$ cat config.mk
export PLATFORM = sky130hd
export DESIGN_NAME = bus_cycle_master
export DESIGN_NICKNAME = d
export VERILOG_FILES = /design/src/rtl/bus_cycle_pkg.sv /design/src/rtl/bus_cycle_ctrl.sv /design/src/rtl/bus_cycle_dp.sv /design/src/rtl/bus_cycle_master.sv
export SDC_FILE = /design/constraint.sdc
export NUM_CORES = 1
export LEC_CHECK = 0
export BUFFER_PORTS_ARGS = -buffer_cell sky130_fd_sc_hd__buf_2
export CORE_ASPECT_RATIO = 0.7
export CORE_MARGIN = 2
export CORE_UTILIZATION = 47
export CTS_CLUSTER_DIAMETER = 30
export DETAILED_ROUTE_END_ITERATION = 12
export MAX_ROUTING_LAYER = met4
export PLACE_DENSITY = 0.91
export SYNTH_ARGS = -nofsm -noshare
export SYNTH_HDL_FRONTEND = slang
export SYNTH_HIERARCHICAL = 1
export SYNTH_SLANG_ARGS = --single-unit
$ cat constraint.sdc
create_clock -name clk -period 4.1 [get_ports clk]
set_input_delay 0.205 -clock clk [delete_from_list [all_inputs] [get_ports clk]]
set_output_delay 0.205 -clock clk [all_outputs]
set_load 0.01 [all_outputs]
$ cat src/rtl/bus_cycle_pkg.sv
package bus_cycle_pkg;

  // Bus ownership and access phases
  typedef enum logic [2:0] {
    PH_RELEASED  = 3'd0,
    PH_ARBITRATE = 3'd1,
    PH_OWNED     = 3'd2,
    PH_ADDR      = 3'd3,
    PH_STROBE    = 3'd4,
    PH_TERM      = 3'd5
  } phase_e;

  // Control-to-datapath strobe bundle
  typedef struct packed {
    logic capture;   // load access fields on this edge
    logic inCycle;   // any of the three access phases
    logic strobeOn;  // request/direction strobes active
    logic drive;     // bus is owned
  } ctrlStb_t;

endpackage

$ cat src/rtl/bus_cycle_ctrl.sv
module bus_cycle_ctrl
  import bus_cycle_pkg::*;
(
  input  logic     clk,
  input  logic     rst,
  input  logic     cycReq,
  input  logic     busAck,
  input  logic     busWait,
  output logic     busReq,
  output logic     master,
  output logic     term,
  output ctrlStb_t ctrl
);

  phase_e phase, nextPhase;

  always_comb begin
    nextPhase = phase;
    unique case (phase)
      PH_RELEASED:  if (cycReq) nextPhase = PH_ARBITRATE;
      PH_ARBITRATE: begin
        if (!cycReq)     nextPhase = PH_RELEASED;
        else if (busAck) nextPhase = PH_ADDR;
      end
      PH_OWNED: begin
        if (!busAck || !cycReq) nextPhase = PH_RELEASED;
        else                    nextPhase = PH_ADDR;
      end
      PH_ADDR:   nextPhase = PH_STROBE;
      PH_STROBE: if (!busWait) nextPhase = PH_TERM;
      PH_TERM:   nextPhase = cycReq ? PH_ADDR : PH_OWNED;
      default:   nextPhase = PH_RELEASED;
    endcase
  end

  always_ff @(posedge clk) begin
    if (rst) phase <= PH_RELEASED;
    else     phase <= nextPhase;
  end

  logic inCycle;
  assign inCycle = (phase == PH_ADDR) || (phase == PH_STROBE) || (phase == PH_TERM);

  assign busReq = (phase != PH_RELEASED);
  assign master = inCycle || (phase == PH_OWNED);
  assign term   = (phase == PH_TERM);

  assign ctrl.capture  = (nextPhase == PH_ADDR);
  assign ctrl.inCycle  = inCycle;
  assign ctrl.strobeOn = (phase == PH_STROBE);
  assign ctrl.drive    = master;

endmodule

$ cat src/rtl/bus_cycle_dp.sv
module bus_cycle_dp
  import bus_cycle_pkg::*;
#(
  parameter int ADDR_W = 16,
  parameter int DATA_W = 8
) (
  input  logic              clk,
  input  logic              rst,
  input  ctrlStb_t          ctrl,
  input  logic              cycWrite,
  input  logic              cycIo,
  input  logic [ADDR_W-1:0] cycAddr,
  input  logic [DATA_W-1:0] cycData,
  output logic [ADDR_W-1:0] addrOut,
  output logic [DATA_W-1:0] dataOut,
  output logic              dataOe,
  output logic              rdStb,
  output logic              wrStb,
  output logic              memStb,
  output logic              ioStb
);

  localparam logic [ADDR_W-1:0] ADDR_CLR = '0;
  localparam logic [DATA_W-1:0] DATA_CLR = '0;

  logic [ADDR_W-1:0] addrReg;
  logic [DATA_W-1:0] dataReg;
  logic              writeReg;
  logic              ioReg;

  always_ff @(posedge clk) begin
    if (rst) begin
      addrReg  <= ADDR_CLR;
      dataReg  <= DATA_CLR;
      writeReg <= 1'b0;
      ioReg    <= 1'b0;
    end else if (ctrl.capture) begin
      addrReg  <= cycAddr;
      dataReg  <= cycData;
      writeReg <= cycWrite;
      ioReg    <= cycIo;
    end
  end

  assign addrOut = addrReg;
  assign dataOut = dataReg;
  assign dataOe  = ctrl.drive && ctrl.inCycle && writeReg;
  assign rdStb   = ctrl.strobeOn && !writeReg;
  assign wrStb   = ctrl.strobeOn &&  writeReg;
  assign memStb  = ctrl.strobeOn && !ioReg;
  assign ioStb   = ctrl.strobeOn &&  ioReg;

endmodule

$ cat src/rtl/bus_cycle_master.sv
module bus_cycle_master
  import bus_cycle_pkg::*;
#(
  parameter int ADDR_W = 16,
  parameter int DATA_W = 8
) (
  input  logic              clk,
  input  logic              rst,
  input  logic              cycReq,
  input  logic              cycWrite,
  input  logic              cycIo,
  input  logic [ADDR_W-1:0] cycAddr,
  input  logic [DATA_W-1:0] cycData,
  input  logic              busAck,
  input  logic              busWait,
  output logic              busReq,
  output logic              master,
  output logic [ADDR_W-1:0] addrOut,
  output logic [DATA_W-1:0] dataOut,
  output logic              dataOe,
  output logic              rdStb,
  output logic              wrStb,
  output logic              memStb,
  output logic              ioStb,
  output logic              term
);

  ctrlStb_t ctrl;

  bus_cycle_ctrl u_ctrl (
    .clk     (clk),
    .rst     (rst),
    .cycReq  (cycReq),
    .busAck  (busAck),
    .busWait (busWait),
    .busReq  (busReq),
    .master  (master),
    .term    (term),
    .ctrl    (ctrl)
  );

  bus_cycle_dp #(.ADDR_W(ADDR_W), .DATA_W(DATA_W)) u_dp (
    .clk      (clk),
    .rst      (rst),
    .ctrl     (ctrl),
    .cycWrite (cycWrite),
    .cycIo    (cycIo),
    .cycAddr  (cycAddr),
    .cycData  (cycData),
    .addrOut  (addrOut),
    .dataOut  (dataOut),
    .dataOe   (dataOe),
    .rdStb    (rdStb),
    .wrStb    (wrStb),
    .memStb   (memStb),
    .ioStb    (ioStb)
  );

endmodule

==> reports/qor.yml, run 1 <==
yosys:
  synth_area_per_cell_sq_um: 9.98
  syn-cell-area_sq_um: 1200
  ys_types: 25
  yosysWarnings: 6
  mappedNetlistNets: 151
  synth_cells: 120
  ys_ff_latch: 29
  ys_seq_area_share_pct: 48.5
timing:
  maxSlewHeadroom_pct: 68.6
  fin_crit_ns: 1.72
  skew_ns: 0.00649
  fin_setup_tns_ns: 0
  fmax_ghz: 0.583
  setup_violations: 0
  worst_pin_slew_ns: 0.470
  fin_crit_sh_pct: 41.9
  rsz0062_at_grt: "no"
  hold_viol_final: 0
  drv_slew: 0
clock_network:
  cts_hold_buf: 0
  clk_pin_slew_worst_paths_ns: 0.08
  clock-root-buffer: "clkbuf_4"
  ctsHtreeMaxLevel: 2
  post_cts_resized: 0
  clockBufferDepth: 2
  post_cts_buffers: 0
  cts_buffers: 5
  clkSinkCount: 29
  cts_tree: "built"
  insertion_delay_ns: 0.31
worst_setup_path:
  r2r_setup_slack_ns: 2.39
  critPathMaxFanout: 9
  arrival_ns: 1.51
  endpoint_kind: "primary output"
  cpLargestDelayFamily: "simple AND/OR/NAND/NOR gates"
  cpPeakStageDelay_ns: 0.49
  slowest_stage: "dfxtp_1"
  crit_buf_inv: 1
  cp_cell_sequence: "nand2b_1 > nor2_1 > nor2b_1 > buf_2"
  startpoint_type: "flip-flop"
  crit_type: "reg2out"
  critical_path_required_ns: 3.89
drt:
  dr.pass1.iters: 4
  num_vias: 1008
  routedWlPerCell_um: 11.6
  viasPerCell: 4.69
  wl_um: 2490
  drcViolationCount: 0
  antenna_left: 0
  drtIter0Drc: 47
grt:
  grt_remaining_overflow: 0
  grt_max_degree: 29
  grt_use_total_pct: 18.1
  grt_pass1_wl_um: 3840
  antenna_found_initial: 0
  grt_pass1_vias: 915
place:
  place_congestion: 0.821
  dp_hpwl_um: 1880
  io_buffers: 62
power_and_ir_drop:
  leakage_nw: 0.749
  cellPowerDensity_nw_per_um2: 347
  ir_drop_v: 0.000166
  power_uw: 534
floorplan:
  die_area_sq_um: 2970
  rows: 15
  start_util_pct: 49.1
  coreArea_sq_um: 2440
  die_y_um: 46.2
  io_pins: 63
  die_x_um: 64.3
cells_and_area:
  final_nets: 211
  final_core_util_pct: 63.0
  drive_gt1_share_pct: 40.9
  diodes: 0
  syn_to_final_growth_pct: 28.4
job:
  drv_cap: 0
status:
  status: "complete, no violations"
min_path:
  hp-class: "in2reg"
[synthesized netlist by cell type]
library cell   n  area, sq um
mux2i_1       26          260
inv_1          2         7.51
a21oi_1        2         10.0
nand2_1        2         7.51
nor2_1        30          113
buf_6          1         11.3
dfxtp_1       29          581
clkbuf_1       1         3.75
o21a_1         3         22.5
and4bb_2       1         12.5
inv_2          1         3.75
and3_1         1         6.26
buf_12         2         40.0
nand2b_1       2         12.5
and2_1         2         12.5
or3_2          1         7.51
xor2_1         1         8.76
a221oi_1       1         8.76
or3_1          1         6.26
buf_2          3         15.0
o21ai_0        1         5.00
nor3_1         2         10.0
buf_4          2         15.0
nor2b_1        2         12.5
clkbuf_2       1         5.00
[final cells by class]
type | count | area [sq um]
inverter | 3 | 11.3
fill | 219 | 902
sequential | 29 | 581
multi-input combinational | 78 | 515
tap | 34 | 42.5
timing repair buffer | 63 | 318
clock buffer | 7 | 65.1
clock inverter | 1 | 5.00
[worst reg2reg max path: stages (launching register included)]
cell	delay [ns]
dfxtp_1	0.40
and4bb_2	0.34
o21a_1	0.13
buf_4	0.38
mux2i_1	0.29
nor2_1	0.06
[state kept, by name, summed over array words and instances, names as in the netlist]
name / flops
u_ctrl/phase: 3
u_dp/addrOut: 16
u_dp/dataOut: 8
u_dp/ioReg: 1
u_dp/writeReg: 1
[cells in the final DEF, fill, tap and decap left out, types with 2 or more instances in the layout]
| cell type | synthesis | layout |
|---|---|---|
| a21oi_1 | 2 | 2 |
| clkbuf_8 | 0 | 2 |
| nor2_1 | 30 | 30 |
| dfxtp_1 | 29 | 29 |
| nand2_1 | 2 | 2 |
| clkbuf_4 | 0 | 5 |
| nand2b_1 | 2 | 2 |
| nor3_1 | 2 | 2 |
| mux2i_1 | 26 | 26 |
| and2_1 | 2 | 2 |
| buf_2 | 3 | 62 |
| inv_1 | 2 | 2 |
| o21a_1 | 3 | 3 |
| nor2b_1 | 2 | 2 |
[cells by family (layout without fill, tap and decap cells)]
kind of cell | count (synthesis) | in the layout | synth area share [%]
and+or+nand+nor | 44 | 44 | 16.7
DFF | 29 | 29 | 48.5
muxes | 26 | 26 | 21.7
buffers and inverters | 13 | 74 | 8.46
AOI/OAI and AO/OA | 7 | 7 | 3.87
xor gates and xnor gates | 1 | 1 | 0.732
[stage by stage]
step                      area, sq um  instances  setup WS [ns]  hold slack (ns)
after floorplan                  1200        120           2.64            0.274
after global placement           1470        207           2.53            0.441
after detailed placement         1470        207           2.41            0.453
after CTS                        1540        215           2.38            0.106
after global routing             1540        215           2.24            0.112
final                            1540        215           2.38            0.125
[final timing paths]
check,cells past startpoint,start,to
worst min register to register,2,u_dp/addrOut[8],u_dp/addrOut[8]
worst min-delay path,3,cycAddr[8],u_dp/addrOut[8]
worst max register to register,5,u_ctrl/phase[2],u_dp/addrOut[4]
worst max-delay path,4,u_ctrl/phase[2],memStb
[per-layer routing]
metal / GRT usage (%) / up-vias / share of wire [%]
met1: 18.6 / 457 / 41
li1: - / 511 / -
met5: - / - / 0
met2: 32.3 / 36 / 52
met4: 10.2 / 0 / 1.4
met3: 5.13 / 4 / 5.5
[where the power goes]
group | switching (mW) | total, mW | internal, mW
sequential | 0.00473 | 0.294 | 0.289
combinational | 0.0252 | 0.0513 | 0.0261
clock | 0.0894 | 0.189 | 0.0992
total | 0.119 | 0.534 | 0.414
(Power assumes the default switching activity.)
==> inputs of run 2 (changes only) <==
--- a/config.mk
+++ b/config.mk
@@ -8,11 +8,11 @@
 export BUFFER_PORTS_ARGS = -buffer_cell sky130_fd_sc_hd__buf_2
 export CORE_ASPECT_RATIO = 0.7
 export CORE_MARGIN = 2
-export CORE_UTILIZATION = 47
+export CORE_UTILIZATION = 39
 export CTS_CLUSTER_DIAMETER = 30
 export DETAILED_ROUTE_END_ITERATION = 12
 export MAX_ROUTING_LAYER = met4
-export PLACE_DENSITY = 0.91
+export PLACE_DENSITY = 0.82
 export SYNTH_ARGS = -nofsm -noshare
 export SYNTH_HDL_FRONTEND = slang
 export SYNTH_HIERARCHICAL = 1
==> constraint.sdc (replaced) <==
create_clock -name clk -period 1.5 [get_ports clk]
set_input_delay 0.075 -clock clk [delete_from_list [all_inputs] [get_ports clk]]
set_output_delay 0.075 -clock clk [all_outputs]
set_load 0.01 [all_outputs]
==> run 2 against run 1 <==
  * Wire length is 1.2% lower
  * First-iteration DRC count decreased by 21%
  * Final cell count rose by 3.7%
  * Utilization decreased by 4.0 points
  * Power grew to 3.3 times the previous value
  * Highest routed layer is now met3
==> reports/qor.yml, run 2 (synthesis gave the netlist of run 1 again) <==
worst_setup_path:
  crit_type: "reg2out"  # unchanged
  r2r_setup_slack_ns: 0.12  # was 2.39 ns
  arrival_ns: 1.35  # was 1.51 ns
  r2r_cells: 6  # was 5
  critical_path_required_ns: 1.42  # was 3.89 ns
  critPathMaxFanout: 7  # was 9
  endpoint_kind: "primary output"  # unchanged
  startpoint_type: "flip-flop"  # unchanged
min_path:
  hp-class: "in2reg"  # unchanged
  hold_path_depth: 3  # unchanged
place:
  io_buffers: 62  # unchanged
  place_area_sq_um: 1540  # was 1470 sq um
  dp_hpwl_um: 1800  # was 1880 um
  place_congestion: 0.804  # was 0.821
floorplan:
  rows: 16  # was 15
  coreArea_sq_um: 2860  # was 2440 sq um
  io_pins: 63  # unchanged
  die_area_sq_um: 3540  # was 2970 sq um
  die_y_um: 50.4  # was 46.2 um
  die_x_um: 70.2  # was 64.3 um
  start_util_pct: 41.8  # was 49.1%
power_and_ir_drop:
  clkPwrFrac_pct: 45.8  # was 35.4%
  power_switching_uw: 356  # was 119 uW
  cellPowerDensity_nw_per_um2: 1050  # was 347 nW/um^2
  leakage_nw: 0.806  # was 0.749 nW
  switching_share_pct: 20.1  # was 22.4%
  intPower_mw: 1.42  # was 414 uW
  ir_drop_v: 0.000548  # was 0.000166 V
  sequentialPowerShare_pct: 45.2  # was 55.0%
  pwr-share-comb_pct: 9.0  # was 9.6%
job:
  drv_cap: 0  # unchanged
grt:
  grt_pass1_vias: 929  # was 915
  grt_remaining_overflow: 0  # unchanged
  grt_use_total_pct: 15.3  # was 18.1%
  antenna_found_initial: 0  # unchanged
  grt_pass1_wl_um: 4180  # was 3840 um
  grt_max_degree: 26  # was 29
clock_network:
  cts_buffers: 5  # unchanged
  ctsHtreeMaxLevel: 2  # unchanged
  insertion_delay_ns: 0.27  # was 0.31 ns
  clock-root-buffer: "clkbuf_8"  # was clkbuf_4
  clkSinkCount: 29  # unchanged
  clockBufferDepth: 2  # unchanged
  clk_pin_slew_worst_paths_ns: 0.06  # was 0.08 ns
  cts_tree: "built"  # unchanged
timing:
  hold_viol_final: 0  # unchanged
  drv_slew: 0  # unchanged
  fmax_ghz: 0.699
  whs_ns: 0.0431  # was 0.125 ns
  setup_violations: 0  # unchanged
  maxSlewHeadroom_pct: 70.3  # was 68.6%
  skew_ns: 0.00168  # was 0.00649 ns
  worst_pin_slew_ns: 0.446  # was 0.470 ns
  fin_crit_ns: 1.43
  fin_setup_tns_ns: 0  # unchanged
  fin_crit_sh_pct: 95.3
drt:
  routedWlPerCell_um: 11.0  # was 11.6 um
  wl_um: 2460  # was 2490 um
  drtIter0Drc: 37  # was 47
  antenna_left: 0  # unchanged
  num_vias: 1004  # was 1008
  dr.pass1.iters: 2  # was 4
  drcViolationCount: 0  # unchanged
  viasPerCell: 4.50  # was 4.69
cells_and_area:
  final_area_sq_um: 1690  # was 1540 sq um
  layout_commonest_cell: "buf_2"  # unchanged
  layout_common_cells: "buf_2, nor2_1, dfxtp_1"  # unchanged
  drive_gt1_share_pct: 44.9  # was 40.9%
  final_nets: 217  # was 211
  largest_reg_flops: 16  # unchanged
  diodes: 0  # unchanged
  syn_to_final_growth_pct: 41.2  # was 28.4%
status:
  status: "complete, no violations"  # unchanged
==> run 2: cell types whose count changed in the layout (fill, tap and decap cells not counted), sizes merged <==
cell,before,now
buf,63,69
clkinv,1,0
bufinv,0,1
==> run 2: what timing repair did <==
action | 4_1_cts | 5_1_grt
pin swaps | 0 | 1
setup endpoints to repair | 4 | 19
buffers inserted | 0 | 0
resized for setup | 1 | 7
hold buffers | 0 | 0
==> run 2: final timing paths <==
kind | startpoint | to
setup / recovery | u_ctrl/phase[2] | busReq
hold reg to reg | u_dp/addrOut[9] | u_dp/addrOut[9]
setup reg to reg | u_ctrl/phase[0] | u_dp/addrOut[4]
hold / removal | cycAddr[0] | u_dp/addrOut[0]
==> run 2: area by class of cell <==
type | count | area (sq um)
fillers | 276 | 1170
flip-flops and latches | 29 | 581
multi-input cells | 78 | 549
repair buffers | 69 | 388
clock buffers | 7 | 86.3
well taps | 36 | 45.0
clock inverters | 1 | 30.0
inverters | 3 | 11.3
==> run 2: worst max-delay path, stage by stage, from the launching register on <==
cell and delay (ns):
dfxtp_1 0.32, buf_4 0.16, or3_2 0.46, buf_2 0.15
==> run 2: power by group through the flow <==
stage,clock network (mW),registers [mW],logic (mW)
final,0.811,0.802,0.160
after global routing,0.877,0.804,0.178
after CTS,0.839,0.801,0.158
after detailed placement,0,0.818,0.157
after global placement,0,0.818,0.155
after floorplan,0,0.826,0.0767
==> run 2: through the flow <==
| step | util, % | setup WS (ns) | cells | power (mW) |
|---|---|---|---|---|
| after floorplan | - | 0.0402 | 120 | 0.903 |
| after global placement | 53.8 | 0.0927 | 215 | 0.972 |
| after detailed placement | 53.8 | 0.0717 | 215 | 0.975 |
| after CTS | 58.0 | 0.0366 | 223 | 1.80 |
| after global routing | 59.0 | -0.0431 | 223 | 1.86 |
| final | 59.0 | 0.0702 | 223 | 1.77 |
==> run 2: metal layers <==
layer	GRT usage, %	up-vias	wire, um
li1	-	526	-
met1	18.9	445	1180
met2	23.6	33	1090
met3	6.22	0	187
met4	3.85	0	0
met5	-	-	0
==> inputs of run 3 (changes only) <==
--- a/config.mk
+++ b/config.mk
@@ -12,7 +12,7 @@
 export CTS_CLUSTER_DIAMETER = 30
 export DETAILED_ROUTE_END_ITERATION = 12
 export MAX_ROUTING_LAYER = met4
-export PLACE_DENSITY = 0.82
+export PLACE_DENSITY = 0.74
 export SYNTH_ARGS = -nofsm -noshare
 export SYNTH_HDL_FRONTEND = slang
 export SYNTH_HIERARCHICAL = 1
==> run 3 against run 2 <==
  * Utilization down 1.2 points
  * Sequential share of layout area up 0.78 points
  * Clock-buffer cell count unchanged
  * Via count up 1.4%
  * Die area unchanged
  * Power down 11%
  * Final cell count down 0.90%
  * Final area down 2.0%
  * Global-route usage down 0.69 points
  * Wire length up 6.7%
  * Highest routed layer is now met4
  * Worst setup slack worse by 0.0073 ns
  * Hold slack worse by 0.0066 ns
==> reports/qor.yml, run 3 (synthesis gave the netlist of run 1 again) <==
status:
  status: "complete, no violations"  # unchanged
floorplan:
  io_pins: 63  # unchanged
  start_util_pct: 41.8  # unchanged
  rows: 16  # unchanged
  coreArea_sq_um: 2860  # unchanged
  die_x_um: 70.2  # unchanged
  die_area_sq_um: 3540  # unchanged
  die_y_um: 50.4  # unchanged
job:
  drv_cap: 0  # unchanged
grt:
  grt_pass1_wl_um: 3860  # was 4180 um
  grt_max_degree: 29  # was 26
  grt_remaining_overflow: 0  # unchanged
  antenna_found_initial: 0  # unchanged
  grt_pass1_vias: 940  # was 929
  grt_use_total_pct: 14.7  # was 15.3%
cells_and_area:
  final_core_util_pct: 57.9  # was 59.0%
  layout_commonest_cell: "buf_2"  # unchanged
  nFillCells: 267  # was 276
  final_area_sq_um: 1660  # was 1690 sq um
  syn_to_final_growth_pct: 38.3  # was 41.2%
  drive_gt1_share_pct: 44.3  # was 44.9%
  final_nets: 216  # was 217
  largest_reg_flops: 16  # unchanged
  diodes: 0  # unchanged
  layout_common_cells: "buf_2, nor2_1, dfxtp_1"  # unchanged
drt:
  viasPerCell: 4.61  # was 4.50
  routedWlPerCell_um: 11.9  # was 11.0 um
  drtIter0Drc: 19  # was 37
  num_vias: 1018  # was 1004
  wl_um: 2630  # was 2460 um
  antenna_left: 0  # unchanged
  dr.pass1.iters: 4  # was 2
  drcViolationCount: 0  # unchanged
timing:
  worst_pin_slew_ns: 0.498  # was 0.446 ns
  fin_crit_ns: 1.44  # was 1.43 ns
  skew_ns: 0.00662  # was 0.00168 ns
  fin_setup_tns_ns: 0  # unchanged
  rsz0062_at_grt: "no"
  maxSlewHeadroom_pct: 66.8  # was 70.3%
  setup_violations: 0  # unchanged
  drv_slew: 0  # unchanged
  fin_crit_sh_pct: 95.8  # was 95.3%
  hold_viol_final: 0  # unchanged
  fmax_ghz: 0.696  # was 0.699 GHz
worst_setup_path:
  critical_path_required_ns: 1.42  # about the same
  cp_cell_sequence: "buf_4 > or3_2 > buf_2"  # unchanged
  critPathMaxFanout: 6  # was 7
  crit_type: "reg2out"  # unchanged
  cpPeakStageDelay_ns: 0.45  # was 0.46 ns
  slowest_stage: "or3_2"  # unchanged
  arrival_ns: 1.36  # was 1.35 ns
  endpoint_kind: "primary output"  # unchanged
  startpoint_type: "flip-flop"  # unchanged
  r2r_setup_slack_ns: 0.09  # was 0.12 ns
clock_network:
  cts_buffers: 5  # unchanged
  cts_tree: "built"  # unchanged
  clk_pin_slew_worst_paths_ns: 0.06  # about the same
  ctsHtreeMaxLevel: 2  # unchanged
  clock-root-buffer: "clkbuf_8"  # unchanged
  cts_hold_buf: 0  # unchanged
  clkSinkCount: 29  # unchanged
  insertion_delay_ns: 0.27  # about the same
  post_cts_buffers: 0  # unchanged
  clockBufferDepth: 2  # unchanged
place:
  place_congestion: 0.748  # was 0.804
  place_area_sq_um: 1510  # was 1540 sq um
  dp_hpwl_um: 1830  # was 1800 um
  io_buffers: 62  # unchanged
power_and_ir_drop:
  power_mw: 1.58  # was 1.77 mW
  leakage_nw: 0.792  # was 0.806 nW
  ir_drop_v: 0.000427  # was 0.000548 V
  cellPowerDensity_nw_per_um2: 956  # was 1050 nW/um^2
min_path:
  hp-class: "in2reg"  # unchanged
-- run 3: area by class of cell --
cell class              count  area [sq um]  share of cell area, %
multi-input cells          78           543                   32.8
flip-flops and latches     29           582                   35.1
well taps                  36          45.0                   2.72
clock buffers               7          86.3                   5.21
repair buffers             68           389                   23.5
inverters                   3          11.3                  0.680
-- run 3: where the power goes --
group          switching [mW]  internal [mW]  total, mW  leakage [nW]
clock network           0.259          0.363      0.622        0.0443
registers              0.0107          0.791      0.802         0.235
logic                  0.0766         0.0835      0.160         0.512
total                   0.347           1.24       1.58         0.792
-- run 3: through the flow --
stage                     worst slack (ns)  cells  hold slack (ns)
after floorplan                     0.0402    120            0.144
after global placement               0.107    213            0.310
after detailed placement            0.0231    213            0.322
after CTS                          0.00501    220           0.0330
after global routing                0.0113    221           0.0391
final                               0.0629    221           0.0364
-- run 3: repair_timing --
| item | 4_1_cts | 5_1_grt |
|---|---|---|
| gates resized for setup | 2 | 7 |
| cloned | 0 | 1 |
| endpoints found under the setup margin | 4 | 30 |
| pin swaps | 1 | 2 |
-- run 3: layer usage --
metal | part of all wire [%] | GRT usage, %
met5 | 0 | -
met4 | 1.7 | 6.73
met3 | 7.6 | 7.23
met2 | 47 | 24.7
met1 | 44 | 14.4
-- run 3: final timing paths --
kind                        start               to  cells after the start
setup / recovery  u_ctrl/phase[1]           busReq                      3
hold / removal           cycWrite    u_dp/writeReg                      3
setup reg to reg  u_ctrl/phase[0]  u_dp/addrOut[3]                      5
hold reg to reg   u_dp/addrOut[2]  u_dp/addrOut[2]                      2
-- run 3: critical path, delay by kind of cell, from the launching register on --
family,cells,cell delay [ns]
and+or+nand+nor,1,0.45
DFF,1,0.33
buffers and inverters,2,0.31
